==> src/rtl/mdio_cmd_pkg.sv <==
package mdio_cmd_pkg;
  localparam int FRAME_BITS    = 64;
  localparam int PREAMBLE_BITS = 32;
  localparam int TA_FIRST      = 46;
  localparam int DATA_FIRST    = 48;
  localparam int IDX_W         = $clog2(FRAME_BITS);

  // Field layout of the command word; software depends on these positions.
  typedef struct packed {
    logic        go;     // bit 31: request / busy
    logic        rd;     // bit 30: 1 = read, 0 = write
    logic [3:0]  spare;  // bits 29:26
    logic [4:0]  phy;    // bits 25:21
    logic [4:0]  regn;   // bits 20:16
    logic [15:0] data;   // bits 15:0
  } cmd_word_t;
endpackage

==> src/rtl/mdio_mdc_div.sv <==
module mdio_mdc_div #(
  parameter int DIV_HALF = 2
) (
  input  logic clk,
  input  logic rst_n,
  input  logic run,
  output logic mdc,
  output logic rise_p,
  output logic fall_p
);
  localparam int CW = (DIV_HALF > 1) ? $clog2(DIV_HALF) : 1;
  localparam logic [CW-1:0] LAST = CW'(DIV_HALF - 1);

  logic [CW-1:0] cnt_q, cnt_d;
  logic          mdc_q, mdc_d;
  logic          tick;

  assign tick   = run && (cnt_q == LAST);
  assign rise_p = tick && !mdc_q;
  assign fall_p = tick && mdc_q;
  assign mdc    = mdc_q;

  always_comb begin
    cnt_d = cnt_q;
    mdc_d = mdc_q;
    if (!run) begin
      cnt_d = '0;
      mdc_d = 1'b0;
    end else if (tick) begin
      cnt_d = '0;
      mdc_d = !mdc_q;
    end else begin
      cnt_d = cnt_q + 1'b1;
    end
  end

  always_ff @(posedge clk or negedge rst_n) begin
    if (!rst_n) begin
      cnt_q <= '0;
      mdc_q <= 1'b0;
    end else begin
      cnt_q <= cnt_d;
      mdc_q <= mdc_d;
    end
  end

  AST_MDC_IDLE_LOW: assert property (@(posedge clk) disable iff (!rst_n)
    !run |-> !mdc_q);
endmodule

==> src/rtl/mdio_frame_engine.sv <==
module mdio_frame_engine
  import mdio_cmd_pkg::*;
(
  input  logic        clk,
  input  logic        rst_n,
  input  logic        start,
  input  logic        start_rd,
  input  logic [4:0]  start_phy,
  input  logic [4:0]  start_reg,
  input  logic [15:0] start_wdata,
  input  logic        rise_p,
  input  logic        fall_p,
  input  logic        mdio_i,
  output logic        busy,
  output logic        done,
  output logic [15:0] rx_data,
  output logic        mdio_o,
  output logic        mdio_oe
);
  localparam logic [IDX_W-1:0] LAST_IDX = IDX_W'(FRAME_BITS - 1);
  localparam logic [IDX_W-1:0] PRE_END  = IDX_W'(PREAMBLE_BITS);
  localparam logic [IDX_W-1:0] TA_IDX   = IDX_W'(TA_FIRST);
  localparam logic [IDX_W-1:0] DAT_IDX  = IDX_W'(DATA_FIRST);

  logic             busy_q, busy_d;
  logic             rd_q, rd_d;
  logic [IDX_W-1:0] idx_q, idx_d;
  logic [31:0]      tx_q, tx_d;
  logic [15:0]      rx_q, rx_d;

  assign done    = busy_q && fall_p && (idx_q == LAST_IDX);
  assign busy    = busy_q;
  assign rx_data = rx_q;
  assign mdio_o  = busy_q && ((idx_q < PRE_END) || tx_q[31]);
  assign mdio_oe = busy_q && !(rd_q && (idx_q >= TA_IDX));

  always_comb begin
    busy_d = busy_q;
    rd_d   = rd_q;
    idx_d  = idx_q;
    tx_d   = tx_q;
    rx_d   = rx_q;
    if (start && !busy_q) begin
      busy_d = 1'b1;
      rd_d   = start_rd;
      idx_d  = '0;
      tx_d   = {2'b01, (start_rd ? 2'b10 : 2'b01), start_phy, start_reg,
                (start_rd ? 2'b00 : 2'b10), (start_rd ? 16'h0000 : start_wdata)};
      rx_d   = '0;
    end else if (busy_q) begin
      if (rise_p && rd_q && (idx_q >= DAT_IDX)) begin
        rx_d = {rx_q[14:0], mdio_i};
      end
      if (fall_p) begin
        if (idx_q == LAST_IDX) begin
          busy_d = 1'b0;
        end else begin
          idx_d = idx_q + 1'b1;
          if (idx_q >= PRE_END) begin
            tx_d = {tx_q[30:0], 1'b0};
          end
        end
      end
    end
  end

  always_ff @(posedge clk or negedge rst_n) begin
    if (!rst_n) begin
      busy_q <= 1'b0;
      rd_q   <= 1'b0;
      idx_q  <= '0;
      tx_q   <= '0;
      rx_q   <= '0;
    end else begin
      busy_q <= busy_d;
      rd_q   <= rd_d;
      idx_q  <= idx_d;
      tx_q   <= tx_d;
      rx_q   <= rx_d;
    end
  end

  AST_IDLE_RELEASED: assert property (@(posedge clk) disable iff (!rst_n)
    !busy_q |-> !mdio_oe);
endmodule

==> src/rtl/mdio_cmd_master.sv <==
module mdio_cmd_master
  import mdio_cmd_pkg::*;
#(
  parameter int DIV_HALF = 2
) (
  input  logic        clk,
  input  logic        rst_n,
  input  logic        reg_wr,
  input  logic [31:0] reg_wdata,
  output logic [31:0] reg_rdata,
  output logic        mdc,
  output logic        mdio_o,
  output logic        mdio_oe,
  input  logic        mdio_i
);
  logic [1:0]  rst_sync_q;
  logic        rst_s_n;
  cmd_word_t   cmd_q, cmd_d, wr_word;
  logic        start;
  logic        eng_busy, eng_done;
  logic [15:0] eng_rx;
  logic        rise_p, fall_p;

  always_ff @(posedge clk or negedge rst_n) begin
    if (!rst_n) rst_sync_q <= 2'b00;
    else        rst_sync_q <= {rst_sync_q[0], 1'b1};
  end
  assign rst_s_n = rst_sync_q[1];

  assign wr_word = cmd_word_t'(reg_wdata);

  always_comb begin
    cmd_d = cmd_q;
    start = 1'b0;
    if (eng_done) begin
      cmd_d.go = 1'b0;
      if (cmd_q.rd) cmd_d.data = eng_rx;
    end else if (reg_wr && !cmd_q.go) begin
      cmd_d = wr_word;
      start = wr_word.go;
    end
  end

  always_ff @(posedge clk or negedge rst_s_n) begin
    if (!rst_s_n) cmd_q <= '0;
    else          cmd_q <= cmd_d;
  end

  assign reg_rdata = cmd_q;

  mdio_mdc_div #(.DIV_HALF(DIV_HALF)) u_div (
    .clk    (clk),
    .rst_n  (rst_s_n),
    .run    (eng_busy),
    .mdc    (mdc),
    .rise_p (rise_p),
    .fall_p (fall_p)
  );

  mdio_frame_engine u_eng (
    .clk         (clk),
    .rst_n       (rst_s_n),
    .start       (start),
    .start_rd    (wr_word.rd),
    .start_phy   (wr_word.phy),
    .start_reg   (wr_word.regn),
    .start_wdata (wr_word.data),
    .rise_p      (rise_p),
    .fall_p      (fall_p),
    .mdio_i      (mdio_i),
    .busy        (eng_busy),
    .done        (eng_done),
    .rx_data     (eng_rx),
    .mdio_o      (mdio_o),
    .mdio_oe     (mdio_oe)
  );

  AST_GO_TRACKS_FRAME: assert property (@(posedge clk) disable iff (!rst_s_n)
    cmd_q.go == eng_busy);
  AST_BUSY_WRITE_DROPPED: assert property (@(posedge clk) disable iff (!rst_s_n)
    (cmd_q.go && reg_wr && !eng_done) |=> ($stable(cmd_q[30:0]) && cmd_q.go));
  AST_RELEASE_ONLY_READ: assert property (@(posedge clk) disable iff (!rst_s_n)
    ($fell(mdio_oe) && cmd_q.go) |-> cmd_q.rd);
  AST_PIN_STABLE_HIGH: assert property (@(posedge clk) disable iff (!rst_s_n)
    (mdc && $past(mdc)) |-> ($stable(mdio_o) && $stable(mdio_oe)));
endmodule

==> config.mk <==
export PLATFORM = sky130hd
export DESIGN_NAME = mdio_cmd_master
export DESIGN_NICKNAME = d
export VERILOG_FILES = /design/src/rtl/mdio_cmd_pkg.sv /design/src/rtl/mdio_mdc_div.sv /design/src/rtl/mdio_frame_engine.sv /design/src/rtl/mdio_cmd_master.sv
export SDC_FILE = /design/constraint.sdc
export NUM_CORES = 1
export LEC_CHECK = 0
export BUFFER_PORTS_ARGS = -buffer_cell sky130_fd_sc_hd__buf_2
export CAP_MARGIN = 10
export CORE_UTILIZATION = 45
export DETAILED_ROUTE_END_ITERATION = 7
export GPL_ROUTABILITY_DRIVEN = 0
export PLACE_DENSITY = 0.66
export SKIP_CTS_REPAIR_TIMING = 1
export SLEW_MARGIN = 20
export SYNTH_ARGS = -nofsm -noshare
export SYNTH_HDL_FRONTEND = slang
export SYNTH_HIERARCHICAL = 1
export SYNTH_SLANG_ARGS = --single-unit
==> constraint.sdc <==
create_clock -name clk -period 3.4 [get_ports clk]
set_clock_uncertainty 0.2 [all_clocks]
set_input_delay 0.34 -clock clk [delete_from_list [all_inputs] [get_ports clk]]
set_output_delay 0.34 -clock clk [all_outputs]
set_load 0.005 [all_outputs]
---- Word level (Yosys, flattened, before mapping) ----
Index checks and enable logic that the tools add are counted.
storage, ports and cells
  register bits ........................... 92
  logic and storage cells ................. 81
cells by class
  add/sub/neg operators ................... 2
  magnitude comparators ................... 4
  eq/ne operators ......................... 4
  muxes and demuxes ....................... 29
  bitwise logic cells ..................... 1
  reduce and logical (&&, ||, !) cells .... 27
operators with widths
  operator                                           number
  2-to-1 mux 32 bit                                  6
  2-to-1 mux 16 bit                                  6
  2-to-1 mux 6 bit                                   4
  >= comparator 6 bit, second input constant         3
  logical AND 1 bit                                  12
  2-to-1 mux 1 bit                                   11
  nonzero test 2 bit                                 5
  adder 6 x 1 -> 6 bit, second input constant        1
  equality test 6 bit, second input constant         1
  less-than comparator 6 bit, second input constant  1
  != test 2 bit, second input constant               3
  AND reduction 2 bit                                3
  zero test 1 bit                                    4
  2-to-1 mux 2 bit                                   2
  AND reduction 4 bit                                1
  AND reduction 3 bit                                1
  adder 1 bit, second input constant                 1
  logical OR 1 bit                                   1
  NOT 1 bit                                          1

---- Depth between registers and ports, before layout ----
  depth after elaboration ................. 8
  mapped depth ............................ 13

---- Modules after synthesis ----
The synthesis kept the hierarchy.
modules (own cells, without submodules)
  module             instances  cells an instance  area an instance (sq um)
  mdio_frame_engine  1          296                2756.4
  mdio_cmd_master    1          116                1567.8
  mdio_mdc_div       1          8                  88.8

---- Least setup slack after synthesis ----
No wires, ideal clock.
  kind .................................... flip-flop to flip-flop
  start point ............................. reg u_eng.idx_q[0]
  end point ............................... reg u_eng.rx_q[10], in the netlist u_eng/rx_data[10]
  library setup time ...................... 0.125 ns
  arrival ................................. 2.787 ns
  data required time ...................... 3.075 ns
  path slack .............................. 0.288 ns
  cell stages (with the launch flop) ...... 14
  buffers on the path ..................... 4
  period minus slack after synthesis ...... 3.112 ns
  path through ............................ dfrtp_1 ha_1 nand3_1 or2_2 nor2_1 buf_6 nor3b_2 buf_4 and2_1 nor2b_1 clkbuf_1 clkbuf_1 nor2_1 mux2_4
on the way
  longest elaborated chain between the ends .. 6
  elaborated cells between the ends (all ways) .. 10
  those cells by class .................... 1 x order compare; 1 x eq/ne; 2 x mux; 6 x reduce/logical
RTL lines
  what                                  RTL line                 RTL
  start: declaration                    mdio_frame_engine.sv:27  logic [IDX_W-1:0] idx_q, idx_d;
  start signal: assignment              mdio_frame_engine.sv:77  idx_q <= idx_d;
  equality test 6 bit (*)               mdio_frame_engine.sv:31  assign done = busy_q && fall_p && (idx_q == LAST_IDX);
  logical AND 1 bit (*)                 mdio_frame_engine.sv:31
  named net eng_done                    mdio_cmd_master.sv:20    logic eng_busy, eng_done;
  2-to-1 mux 1 bit (*)                  mdio_cmd_master.sv:35    if (eng_done) begin
  logical AND 1 bit (*)                 mdio_frame_engine.sv:43  if (start && !busy_q) begin
  nonzero test 2 bit (no source line)   --
  AND reduction 2 bit (no source line)  --
  end signal: assignment                mdio_frame_engine.sv:79  rx_q <= rx_d;
  end: declaration                      mdio_frame_engine.sv:29  logic [15:0] rx_q, rx_d;
The timed path passes the listed nets; every way through them passes the cells marked *.
A chain may end at the register's enable or synchronous reset.

---- Worst setup path in the final report ----
  start point ............................. reg u_eng.idx_q[0]
  end point ............................... reg cmd_q, in the netlist reg_rdata[7]
on the way
  longest elaborated chain between the ends .. 4
  elaborated cells between the ends (all ways) .. 6
  those cells by class .................... 2 x eq/ne; 1 x mux; 3 x reduce/logical
RTL lines
  what                                                                         RTL line                 RTL
  equality test 6 bit (*)                                                      mdio_frame_engine.sv:31
  logical AND 1 bit (*)                                                        mdio_frame_engine.sv:31
  named net eng_done                                                           mdio_cmd_master.sv:20
  != test 2 bit (no source line) / nonzero test 2 bit (equally long branches)  --
  AND reduction 2 bit (no source line)                                         --
  end signal: assignment                                                       mdio_cmd_master.sv:46    else cmd_q <= cmd_d;
  end: declaration                                                             mdio_cmd_master.sv:18    cmd_word_t cmd_q, cmd_d, wr_word;
Marked as above.

==> run summary <==
Post-Syn Area = 0.00441 mm^2
Crit Path Category = reg2reg
Switching Share = 0.305
Top cells by count, synth = dfrtp_1 (92), a21oi_1 (47), o21ai_0 (32)
FILL cells = 876
Final Hold Vio Count = 0
CP Capture Type = flip-flop
Global-route wire length before repair = 17100 um
Antenna cell count = 0
Setup violators final = 0
DRT Pass-1 Iters = 4
Synth async-reset ratio = 1.00
CTS H-tree depth = 3
EDFF count, synth = 0
Clock transition at path regs = 0.09 ns
Worst hold slack = 0.00973 ns
Syn_nets = 458
P_leak = 0.00237 uW
ANT nets after route = 0
Synth Area per Inst = 10.5 um^2
Cell taking the most area after synthesis = dfrtp_1
Yosys reg bits = 92
Reg2Reg Launch Point = u_eng/idx_q[0]$_DFFE_PN0P_
CTS tree = done
Total CTS buffers = 9
CP startpoint kind = flip-flop
Row count = 35
Fin Setup TNS = 0 ns
Min-delay src = mdio_i
Die ar. = 0.0102 mm^2
I/O pins = 71
Sequential fraction of the synthesis area = 0.522
Min cycle time layout = 2.93 ns
FF-to-FF path depth = 7
Routed WL per cell = 17.1 um
Syn Inst Count = 420
Total grt overflow = 0
Pwr/cell area = 663 mW/mm^2
Status = finished, final reports clean
Clk sinks = 92
Hpwl dp = 6690 um
Critical Path Fanout Max = 35
Initial Util = 0.471
Vias per std cell = 5.69
Routed wire length = 10500 um
Main synth FF type = dfrtp_1
Sequential share of power = 0.525
# nets final = 515
Rel. slew slack = 0.365
P_int = 2350 uW
R2r endpoint = reg_rdata[7]$_DFFE_PN0P_
GRT Util Overall = 0.216
Clock Tree Buf Depth = 2
Worst reg2reg setup slack = 0.47 ns
Initial antenna violation count = 0
Register Area = 0.00231 mm^2
Worst skew pair latency = 0.36 ns
Vias = 3478
Hold EP = u_eng/rx_data[0]$_DFFE_PN0P_
Core Area = 0.00937 mm^2
Worst ir drop on vdd = 292 uV
RSZ-0062 raised after global routing = no
Slew Viols, Final = 0
Root Driver = clkbuf_8
Pin slew with the least headroom to its limit = 0.952 ns
Max-cap violations = 0
FMAX = 342 MHz
Top-count cell post-synth = dfrtp_1
I/O Buffers = 70
Synth Warn # = 6
WP data required = 3.44 ns
Crit path DAT = 2.96 ns
Share of post-route cells with drive strength above 1 = 0.276
Die Span Y = 101 um
DRT iter0 DRCs = 272
DRC viols = 0
Pin count of the biggest net entering global routing = 53
Vias in the first global route = 3481
Gate power share = 0.222
Area of the multi-input gates = 0.00185 mm^2
Die Span X = 101 um
Worst Hold Class = in2reg
Yosys top cell area share = 0.522
Sw Pwr = 1030 uW
Worst hold stages = 2
Dominant cells by area after synthesis = dfrtp_1 (52%), mux2_2 (5.4%), a21oi_1 (5.3%)
Synth cell types = 49
Area Overhead vs Synth = 15.3%
Clock network fraction of total power = 0.253
Final period utilization = 0.860
[cells by family (layout without fill, tap and decap cells)]
group | Yosys count | after routing | synth area share
AO/OA/AOI/OAI | 135 | 135 | 0.187
AND/OR/NAND/NOR | 103 | 103 | 0.141
flip-flops | 92 | 92 | 0.522
buffers and inverters | 53 | 115 | 0.0590
multiplexers | 33 | 33 | 0.0831
adder cells (fa/ha/maj) | 2 | 2 | 0.00567
other | 1 | 1 | 0.000850
XOR/XNOR | 1 | 1 | 0.00199
[flip-flops by register name, indices dropped and copies added, names as in the netlist]
signal / cells
rst_sync_q: 2
u_eng/idx_q: 6
u_eng/rx_data: 16
u_div/cnt_q: 1
u_eng/tx_q: 32
u_div/mdc: 1
reg_rdata: 32
u_eng/rd_q: 1
u_eng/busy: 1
[layout by cell type, fill, tap and decap left out, types with 2 or more instances in the layout]
cell type	synthesis	layout
buf_2	3	70
and4bb_2	3	3
mux2_4	2	2
and3_1	17	17
inv_1	12	12
mux2_2	21	21
buf_4	2	12
nor2_1	22	22
a21oi_1	47	47
dlygate4sd3_1	0	5
ha_1	2	2
bufinv_16	0	2
clkbuf_8	0	11
nand2b_1	2	2
nand3_1	7	7
a31oi_1	30	30
nor4bb_1	13	13
dfrtp_1	92	91
a211oi_1	2	2
a21boi_0	2	2
a311o_1	16	16
o21ai_0	32	32
nand2_1	19	19
nor3_1	3	3
and2_1	3	3
mux2i_1	10	10
and3_2	2	2
[worst max path at each step]
stage	from	to	slack, ns	cells past startpoint
after global placement	u_eng/idx_q[1]$_DFFE_PN0P_	reg_rdata[7]$_DFFE_PN0P_	0.54	7
after CTS	u_eng/idx_q[0]$_DFFE_PN0P_	reg_rdata[7]$_DFFE_PN0P_	0.45	7
final	u_eng/idx_q[0]$_DFFE_PN0P_	reg_rdata[7]$_DFFE_PN0P_	0.47	7
after floorplan	u_eng/idx_q[0]$_DFFE_PN0P_	u_eng/rx_data[10]$_DFFE_PN0P_	0.29	13
after global routing	u_eng/idx_q[0]$_DFFE_PN0P_	reg_rdata[7]$_DFFE_PN0P_	0.23	7
after detailed placement	u_eng/idx_q[0]$_DFFE_PN0P_	reg_rdata[7]$_DFFE_PN0P_	0.47	7
[layout make-up]
cell class | instances | area share
repair buffers | 87 | 0.0964
well taps | 129 | 0.0317
clock buffers | 11 | 0.0297
clock inverters | 5 | 0.0162
flip-flops and latches | 92 | 0.453
inverters | 12 | 0.00885
multi-input cells | 275 | 0.364
[metrics by stage]
step / total power [uW] / instance area (um^2) / cells / setup slack [ns] / utilization
6_report: 3380 / 5090 / 611 / 0.475 / 0.543
5_1_grt: 3590 / 5090 / 611 / 0.230 / 0.543
4_1_cts: 3400 / 5040 / 606 / 0.452 / 0.538
3_5_place_dp: 2540 / 4810 / 590 / 0.471 / 0.513
3_3_place_gp: 2500 / 4810 / 590 / 0.543 / 0.513
2_1_floorplan: 2250 / 4410 / 420 / 0.288 / -
[worst max-delay path, stage by stage (launching register included)]
cell and delay, ns:
dfrtp_1 0.42, ha_1 0.30, nand3_1 0.14, or2_2 0.31
nor2_1 0.19, buf_4 0.34, nand2_1 0.41, a311o_1 0.49
[metal layers]
metal  part of all wire  global-route usage  vias up
met2               0.48               0.345       79
met1               0.47               0.299     1740
met3              0.041              0.0409       12
li1                   -                   -     1647
met4              0.012              0.0669        0
met5                  0                   0        -
[power groups by stage]
stage	logic, uW	registers (uW)	clock network [uW]
CTS	754	1770	879
finish	750	1770	854
detailed placement	751	1790	0
global route	853	1830	914
global placement	718	1780	0
floorplan	545	1710	0
Power figures use the tool's default switching activity.
